<file path="src/rtl/midi_rx_pkg.sv">
package midi_rx_pkg;

  typedef enum logic [2:0] {
    BK_DATA,
    BK_STATUS,
    BK_SX_START,
    BK_SX_END,
    BK_REALTIME
  } byte_kind_t;

  localparam logic [7:0] SX_START_BYTE = 8'hF0;
  localparam logic [7:0] SX_END_BYTE   = 8'hF7;

  // Data bytes needed before a channel message of this class is complete
  function automatic logic [1:0] data_need(input logic [2:0] cls);
    return (cls == 3'd4 || cls == 3'd5) ? 2'd1 : 2'd2;
  endfunction

endpackage

</file>
<file path="src/rtl/midi_rx_classify.sv">
module midi_rx_classify
  import midi_rx_pkg::*;
#(
  parameter int N_IDS = 3,
  parameter logic [N_IDS*8-1:0] MFR_IDS = {8'h7E, 8'h41, 8'h50}
) (
  input  logic [7:0]  rx_byte,
  output byte_kind_t  kind,
  output logic        id_hit
);

  logic [N_IDS-1:0] hits;

  for (genvar i = 0; i < N_IDS; i++) begin : g_id
    assign hits[i] = (rx_byte == MFR_IDS[i*8 +: 8]);
  end

  assign id_hit = |hits;

  always_comb begin
    if (!rx_byte[7])                  kind = BK_DATA;
    else if (rx_byte > SX_END_BYTE)   kind = BK_REALTIME;
    else if (rx_byte == SX_START_BYTE) kind = BK_SX_START;
    else if (rx_byte == SX_END_BYTE)  kind = BK_SX_END;
    else                              kind = BK_STATUS;
  end

endmodule

</file>
<file path="src/rtl/midi_err_counter.sv">
module midi_err_counter #(
  parameter int W = 8
) (
  input  logic         clk,
  input  logic         rst,
  input  logic         inc,
  output logic [W-1:0] count
);

  always_ff @(posedge clk) begin
    if (rst)      count <= '0;
    else if (inc) count <= count + 1'b1;
  end

endmodule

</file>
<file path="src/rtl/midi_rx_parser.sv">
module midi_rx_parser
  import midi_rx_pkg::*;
#(
  parameter int FREE_W = 8,
  parameter int CNT_W  = 8,
  parameter int N_IDS  = 3,
  parameter logic [N_IDS*8-1:0] MFR_IDS = {8'h7E, 8'h41, 8'h50}
) (
  input  logic              clk,
  input  logic              rst,
  input  logic              rx_valid,
  input  logic [7:0]        rx_byte,
  input  logic              rx_err_frame,
  input  logic              rx_err_parity,
  input  logic              rx_err_overrun,
  input  logic [FREE_W-1:0] buf_free,
  output logic              ev_wr,
  output logic [1:0]        ev_len,
  output logic [23:0]       ev_data,
  output logic              rt_valid,
  output logic [7:0]        rt_byte,
  output logic [CNT_W-1:0]  serr_cnt,
  output logic [CNT_W-1:0]  ovf_cnt,
  output logic              ovf_flag
);

  localparam logic [FREE_W-1:0] CHAN_ROOM = FREE_W'(3);

  byte_kind_t kind;
  logic       id_hit;
  logic       any_err, good;

  // parser state
  logic [7:0] run_st, n_run_st;
  logic       dcnt, n_dcnt;
  logic [7:0] d1, n_d1;
  logic       sx_prog, n_sx_prog;
  logic       sx_wait, n_sx_wait;
  logic       sx_capt, n_sx_capt;

  // write request
  logic        want, is_chan, room, wr_req, ovf_hit, silent;
  logic [1:0]  want_len;
  logic [23:0] want_data;
  logic [2:0]  cls;
  logic [1:0]  need;

  midi_rx_classify #(.N_IDS(N_IDS), .MFR_IDS(MFR_IDS)) u_cls (
    .rx_byte (rx_byte),
    .kind    (kind),
    .id_hit  (id_hit)
  );

  assign any_err = rx_err_frame | rx_err_parity | rx_err_overrun;
  assign good    = rx_valid & ~any_err;
  assign cls     = run_st[6:4];
  assign need    = data_need(cls);

  always_comb begin
    n_run_st  = run_st;
    n_dcnt    = dcnt;
    n_d1      = d1;
    n_sx_prog = sx_prog;
    n_sx_wait = sx_wait;
    n_sx_capt = sx_capt;
    want      = 1'b0;
    is_chan   = 1'b0;
    want_len  = 2'd0;
    want_data = '0;
    silent    = 1'b0;
    if (good) begin
      case (kind)
        BK_SX_START: begin
          n_run_st  = rx_byte;
          n_dcnt    = 1'b0;
          n_sx_prog = 1'b1;
          n_sx_wait = 1'b1;
          n_sx_capt = 1'b0;
        end
        BK_SX_END: begin
          n_run_st  = rx_byte;
          n_dcnt    = 1'b0;
          n_sx_prog = 1'b0;
          n_sx_wait = 1'b0;
          n_sx_capt = 1'b0;
          if (sx_capt) begin
            want      = 1'b1;
            want_len  = 2'd1;
            want_data = {16'h0, rx_byte};
          end
        end
        BK_STATUS: begin
          n_run_st  = rx_byte;
          n_dcnt    = 1'b0;
          n_sx_prog = 1'b0;
          n_sx_wait = 1'b0;
          n_sx_capt = 1'b0;
        end
        BK_DATA: begin
          if (!run_st[7]) begin
            // no running status: discard
          end else if (cls == 3'd7) begin
            if (sx_prog && sx_wait) begin
              n_sx_wait = 1'b0;
              if (id_hit) begin
                n_sx_capt = 1'b1;
                want      = 1'b1;
                want_len  = 2'd2;
                want_data = {8'h0, rx_byte, SX_START_BYTE};
              end
            end else if (sx_capt) begin
              want      = 1'b1;
              want_len  = 2'd1;
              want_data = {16'h0, rx_byte};
            end
          end else if (!dcnt && need == 2'd2) begin
            n_d1   = rx_byte;
            n_dcnt = 1'b1;
          end else begin
            n_dcnt    = 1'b0;
            want      = 1'b1;
            is_chan   = 1'b1;
            want_len  = need + 2'd1;
            want_data = (need == 2'd1) ? {8'h0, rx_byte, run_st}
                                       : {rx_byte, d1, run_st};
            silent    = (cls == 3'd1) && (need == 2'd2) && (rx_byte == 8'h00);
          end
        end
        default: ;
      endcase
    end
  end

  assign room    = is_chan ? (buf_free >= CHAN_ROOM)
                           : (buf_free >= {{(FREE_W-2){1'b0}}, want_len});
  assign wr_req  = want & room;
  assign ovf_hit = want & ~room & ~silent;

  always_ff @(posedge clk) begin
    if (rst) begin
      run_st   <= '0;
      dcnt     <= 1'b0;
      d1       <= '0;
      sx_prog  <= 1'b0;
      sx_wait  <= 1'b0;
      sx_capt  <= 1'b0;
      ev_wr    <= 1'b0;
      ev_len   <= '0;
      ev_data  <= '0;
      rt_valid <= 1'b0;
      rt_byte  <= '0;
      ovf_flag <= 1'b0;
    end else begin
      run_st   <= n_run_st;
      dcnt     <= n_dcnt;
      d1       <= n_d1;
      sx_prog  <= n_sx_prog;
      sx_wait  <= n_sx_wait;
      sx_capt  <= n_sx_capt;
      ev_wr    <= wr_req;
      rt_valid <= good && (kind == BK_REALTIME);
      if (wr_req) begin
        ev_len  <= want_len;
        ev_data <= want_data;
      end
      if (good && kind == BK_REALTIME) rt_byte <= rx_byte;
      if (ovf_hit) ovf_flag <= 1'b1;
    end
  end

  midi_err_counter #(.W(CNT_W)) u_serr (
    .clk (clk), .rst (rst), .inc (rx_valid & any_err), .count (serr_cnt)
  );

  midi_err_counter #(.W(CNT_W)) u_ovf (
    .clk (clk), .rst (rst), .inc (ovf_hit), .count (ovf_cnt)
  );

  AST_ERR_DISCARD: assert property (@(posedge clk) disable iff (rst)
    $past(rx_valid && any_err) |-> (!ev_wr && !rt_valid));

  AST_ERR_COUNT: assert property (@(posedge clk) disable iff (rst)
    $past(rx_valid && any_err) |-> (serr_cnt == $past(serr_cnt) + 1'b1));

  AST_RT_NO_EVENT: assert property (@(posedge clk) disable iff (rst)
    rt_valid |-> !ev_wr);

  AST_WR_FITS: assert property (@(posedge clk) disable iff (rst)
    ev_wr |-> ($past(buf_free) >= {{(FREE_W-2){1'b0}}, ev_len}));

  AST_CHAN_ROOM: assert property (@(posedge clk) disable iff (rst)
    (ev_wr && ev_data[7] && ev_data[7:4] != 4'hF) |-> ($past(buf_free) >= CHAN_ROOM));

  AST_OVF_STICKY: assert property (@(posedge clk) disable iff (rst)
    $past(ovf_flag) |-> ovf_flag);

  AST_OVF_RISE_COUNT: assert property (@(posedge clk) disable iff (rst)
    $rose(ovf_flag) |-> (ovf_cnt == $past(ovf_cnt) + 1'b1));

  AST_SX_OPEN_LEN: assert property (@(posedge clk) disable iff (rst)
    (ev_wr && ev_data[7:0] == SX_START_BYTE) |-> (ev_len == 2'd2));

endmodule

</file>
<file path="config.mk">
export PLATFORM = sky130hd
export DESIGN_NAME = midi_rx_parser
export DESIGN_NICKNAME = d
export VERILOG_FILES = /design/src/rtl/midi_rx_pkg.sv /design/src/rtl/midi_rx_classify.sv /design/src/rtl/midi_err_counter.sv /design/src/rtl/midi_rx_parser.sv
export SDC_FILE = /design/constraint.sdc
export NUM_CORES = 1
export LEC_CHECK = 0
export ABC_AREA = 1
export BUFFER_PORTS_ARGS = -buffer_cell sky130_fd_sc_hd__buf_2
export CAP_MARGIN = 20
export CORE_UTILIZATION = 45
export DETAILED_ROUTE_END_ITERATION = 7
export PLACE_DENSITY = 0.68
export SETUP_SLACK_MARGIN = 0.2
export SLEW_MARGIN = 10
export SYNTH_ARGS = -nofsm -noshare
export SYNTH_HDL_FRONTEND = slang
export SYNTH_SLANG_ARGS = --single-unit
</file>
<file path="constraint.sdc">
create_clock -name clk -period 3.6 [get_ports clk]
set_clock_uncertainty 0.15 [all_clocks]
set_input_delay 0 -clock clk [delete_from_list [all_inputs] [get_ports clk]]
set_output_delay 0 -clock clk [all_outputs]
set_load 0.005 [all_outputs]
</file>
==> metrics.sh <==
DIEWIDTH_UM=88.8
CRIT_PATH_START_KIND='primary input'
TOTAL_LEAKAGE_POWER_nW=1.86
CTS.ROOT.BUFFER_CELL='clkbuf_8'
TOTALNEGATIVESETUPSLACK_PS=0
FIRST_GLOBAL_VIAS=2978
DETAIL_ROUTED_VIA_COUNT_PER_CELL=5.16
YOSYS.AREA_SHARE.XOR_XNOR_PCT=1.29
CLKSLEWWORSTSETUPHOLDPATHS_PS=80
DP_HPWL_MM=6.23
PORT_BUFFERS=74
WIRELENGTH_MM=8.81
SYNTH_SEQUENTIAL_AREA_RATIO_PCT=43.1
SYNTH_FP_NETS=491
GRT_MAX_DEGREE=30
ASYNCSETRESETFLOPFRACSYNTH_PCT=0
POST-ROUTE-WORST-SETUP-SLACK_PS=635
PLACE_WS_PS=664
WL_PER_CELL_UM=13.5
TIMING.FMAX_MHz=337
WIRE_LENGTH_OF_THE_FIRST_GLOBAL_ROUTING_PASS_MM=13.9
SLEW_HEADROOM_PCT=42.0
YOSYS_WARNINGS=0
RSZ0062_AT_GRT='no'
SYNTHDISTINCTLIBCELLS=35
PERIOD_MINUS_SLACK_PS=2970
TOTAL_POWER_mW=1.60
INITIAL_CORE_UTIL_PCT=46.8
HOLD_PATH.CLASS='primary input to flop'
FIN_NETS=575
WORST_EP_REQUIRED_TIME_PS=3710
CORE_AREA_UM2=7250
POST_ROUTE_CELLS_DRIVE_ABOVE_1_SHARE_PCT=22.2
DRC=0
FINAL_ANTENNA_NET_COUNT=0
GR-TOTAL-OVERFLOW=0
POWER-PER-CELL-AREA_nW_PER_UM2=382
SYNTHMUXAREASHARE_PCT=0
ANTENNA_FOUND_INITIAL=0
WORST-ENDPOINT-ARRIVAL_PS=3080
LAYOUT.CELLS.MOST_COMMON='buf_2'
POST_SYNTH_FA_HA_MAJ_AREA_FRACTION_PCT=1.48
DIE_AREA_UM2=7890
AREA_DELTA_SYNTH_FINAL_PCT=23.1
GP_ROUTABILITY_CONGESTION=0.890
MAX_SLEW.WORST_PIN.SLEW_PS=863
SYNTH_COMPOUND_AREA_SHARE_PCT=19.0
CRIT_PATH_MAX_FANOUT=15
SYNTH-EDFF-COUNT=0
FLIP_FLOP_AND_LATCH_COUNT_AFTER_SYNTHESIS=73
DETAIL_ROUTE.ITER0.VIOLATIONS=209
STD_CELL_ROWS=31
MAIN_COMBINATIONAL_CELL_FAMILY_BY_AREA_AFTER_SYNTHESIS='simple AND/OR/NAND/NOR gates'
IRDROPWORSTVDD_mV=0.168
DPL.CELL_COUNT=623
DIE-HEIGHT_UM=88.8
FINAL-SETUP-VIOL-COUNT=0
SYNTHSIMPLEGATEAREAFRAC_PCT=26.9
CLK-INSERTION-DELAY-LATE_PS=340
CTS_INSERTED_BUFFERS=9
TRITONCTS_SINK_COUNT=73
IO_PINS=75
LAYOUT.CELLS.MOST_COMMON_LIST='buf_2, dfxtp_1, nand2_1, nor2_1, o21ai_0'
SYN-CELL-AREA_UM2=3390
VIAS=3364
CTS_BUFFER_DEPTH=2
YOSYS_MOST_USED_DFF='dfxtp_1'
CP-END-KIND='flop'
SYNTH_AREA_PER_CELL_UM2=7.29
MAXSLEWVIOLCOUNT=0
GLOBAL_ROUTE.USAGE.TOTAL_PCT=23.1
FIN_CRIT_SH_PCT=82.4
WORST-SETUP-PATH-TYPE='primary input to flop'
ANTENNA-DIODE-COUNT=0
FIRSTDRTPASSITERS=4
CTS_MAX_LEVEL=3
STATUS='finished, final reports clean'
HOLD_VIOLATION_TOTAL_FROM_THE_FINAL_REPORT=0
DRV.MAX_CAP_VIOLATION_COUNT=0
POST_SYNTH_INST_COUNT=465
FINAL-INSTANCE-COUNT-EXCL-FILL=652
CTS_TREE='yes'
==> per-layer routing <==
| layer | global-route usage, % | up-vias | part of all wire (%) |
|---|---|---|---|
| met3 | 4.48 | 14 | 4.3 |
| met4 | 6.60 | 0 | 1.4 |
| met5 | 0 | - | 0 |
| met2 | 37.6 | 84 | 46 |
| li1 | - | 1713 | - |
| met1 | 31.1 | 1553 | 48 |
==> worst max-delay path, stage by stage <==
cell           delay (ps)
dlygate4sd3_1         550
buf_2                 130
nor2_1                150
dlygate4sd3_1         590
nand3_2               160
inv_2                 150
nand2_1                80
ha_1                  280
o21ai_0                70
nand3b_1               90
nand2_1                60
nand2_2               110
nand3_4                80
inv_2                 200
nand2_4               190
o21ai_0               180
==> cell type report <==
| cell class | instances | area (um2) |
|---|---|---|
| clock buffers | 12 | 145 |
| clock inverters | 3 | 65.1 |
| fillers | 726 | 3080 |
| inverters | 51 | 191 |
| multi-input cells | 324 | 1660 |
| flip-flops and latches | 73 | 1460 |
| well taps | 99 | 124 |
| repair buffers | 90 | 526 |
==> flip-flops by register name, indices dropped and copies added, names as in the netlist, 2 cells and up <==
signal / cells
d1: 8
ev_data: 24
ev_len: 2
rt_byte: 8
run_st: 8
u_ovf.count: 8
u_serr.count: 8
==> Yosys cell counts, types with 3 or more instances <==
cell       n  area (um2)
nor2_1    56         210
inv_1     41         154
nand3_1   35         175
o21ai_2   10        87.6
xor2_1     3        26.3
o22ai_1    6        37.5
nand4_1   11        68.8
nor3_1     7        35.0
inv_2      9        33.8
nand2_1   71         267
ha_1       4        50.1
o21ai_0   46         230
nand2_2    4        25.0
a21oi_1   44         220
clkbuf_1  10        37.5
dfxtp_1   73        1460
o21ai_1    9        45.0
==> power by group <==
| part | internal (mW) | total (mW) | switching (mW) |
|---|---|---|---|
| registers | 0.812 | 0.817 | 0.00482 |
| clock network | 0.405 | 0.690 | 0.284 |
| logic | 0.0330 | 0.0906 | 0.0576 |
==> per-stage QoR <==
step	utilization [%]	hold slack (ps)	instance area, um2
detailed placement	52.6	183	3810
global placement	52.6	173	3810
global route	57.6	165	4180
floorplan	-	14.5	3390
CTS	57.4	52.4	4160
finish	57.6	75.9	4180
==> final timing paths <==
check | cells after the start | slack, ps | from | to
worst max-delay path | 16 | 630 | rx_err_frame | ev_data[10]$_SDFFE_PP0P_
worst min-delay path | 6 | 80 | rx_err_parity | u_serr.count[1]$_SDFFE_PP0P_
worst max register to register | 13 | 680 | run_st[6]$_SDFFE_PP0P_ | u_ovf.count[3]$_SDFFE_PP0P_
worst min register to register | 2 | 300 | ovf_flag$_SDFFE_PP0P_ | ovf_flag$_SDFFE_PP0P_
==> logic make-up after synthesis <==
family / count (synthesis)
AO/OA/AOI/OAI: 118
buffers and inverters: 68
XOR/XNOR: 5
AND/OR/NAND/NOR: 197
adder cells (fa/ha/maj): 4
flip-flops: 73
==> repair_timing <==
action,CTS,global route
hold buffers,14,0
setup endpoints to repair,0,15
endpoints found under the hold margin,46,0
buffers inserted,0,0
gates resized for setup,0,4
No activity file was read; power rests on OpenSTA's default activity.
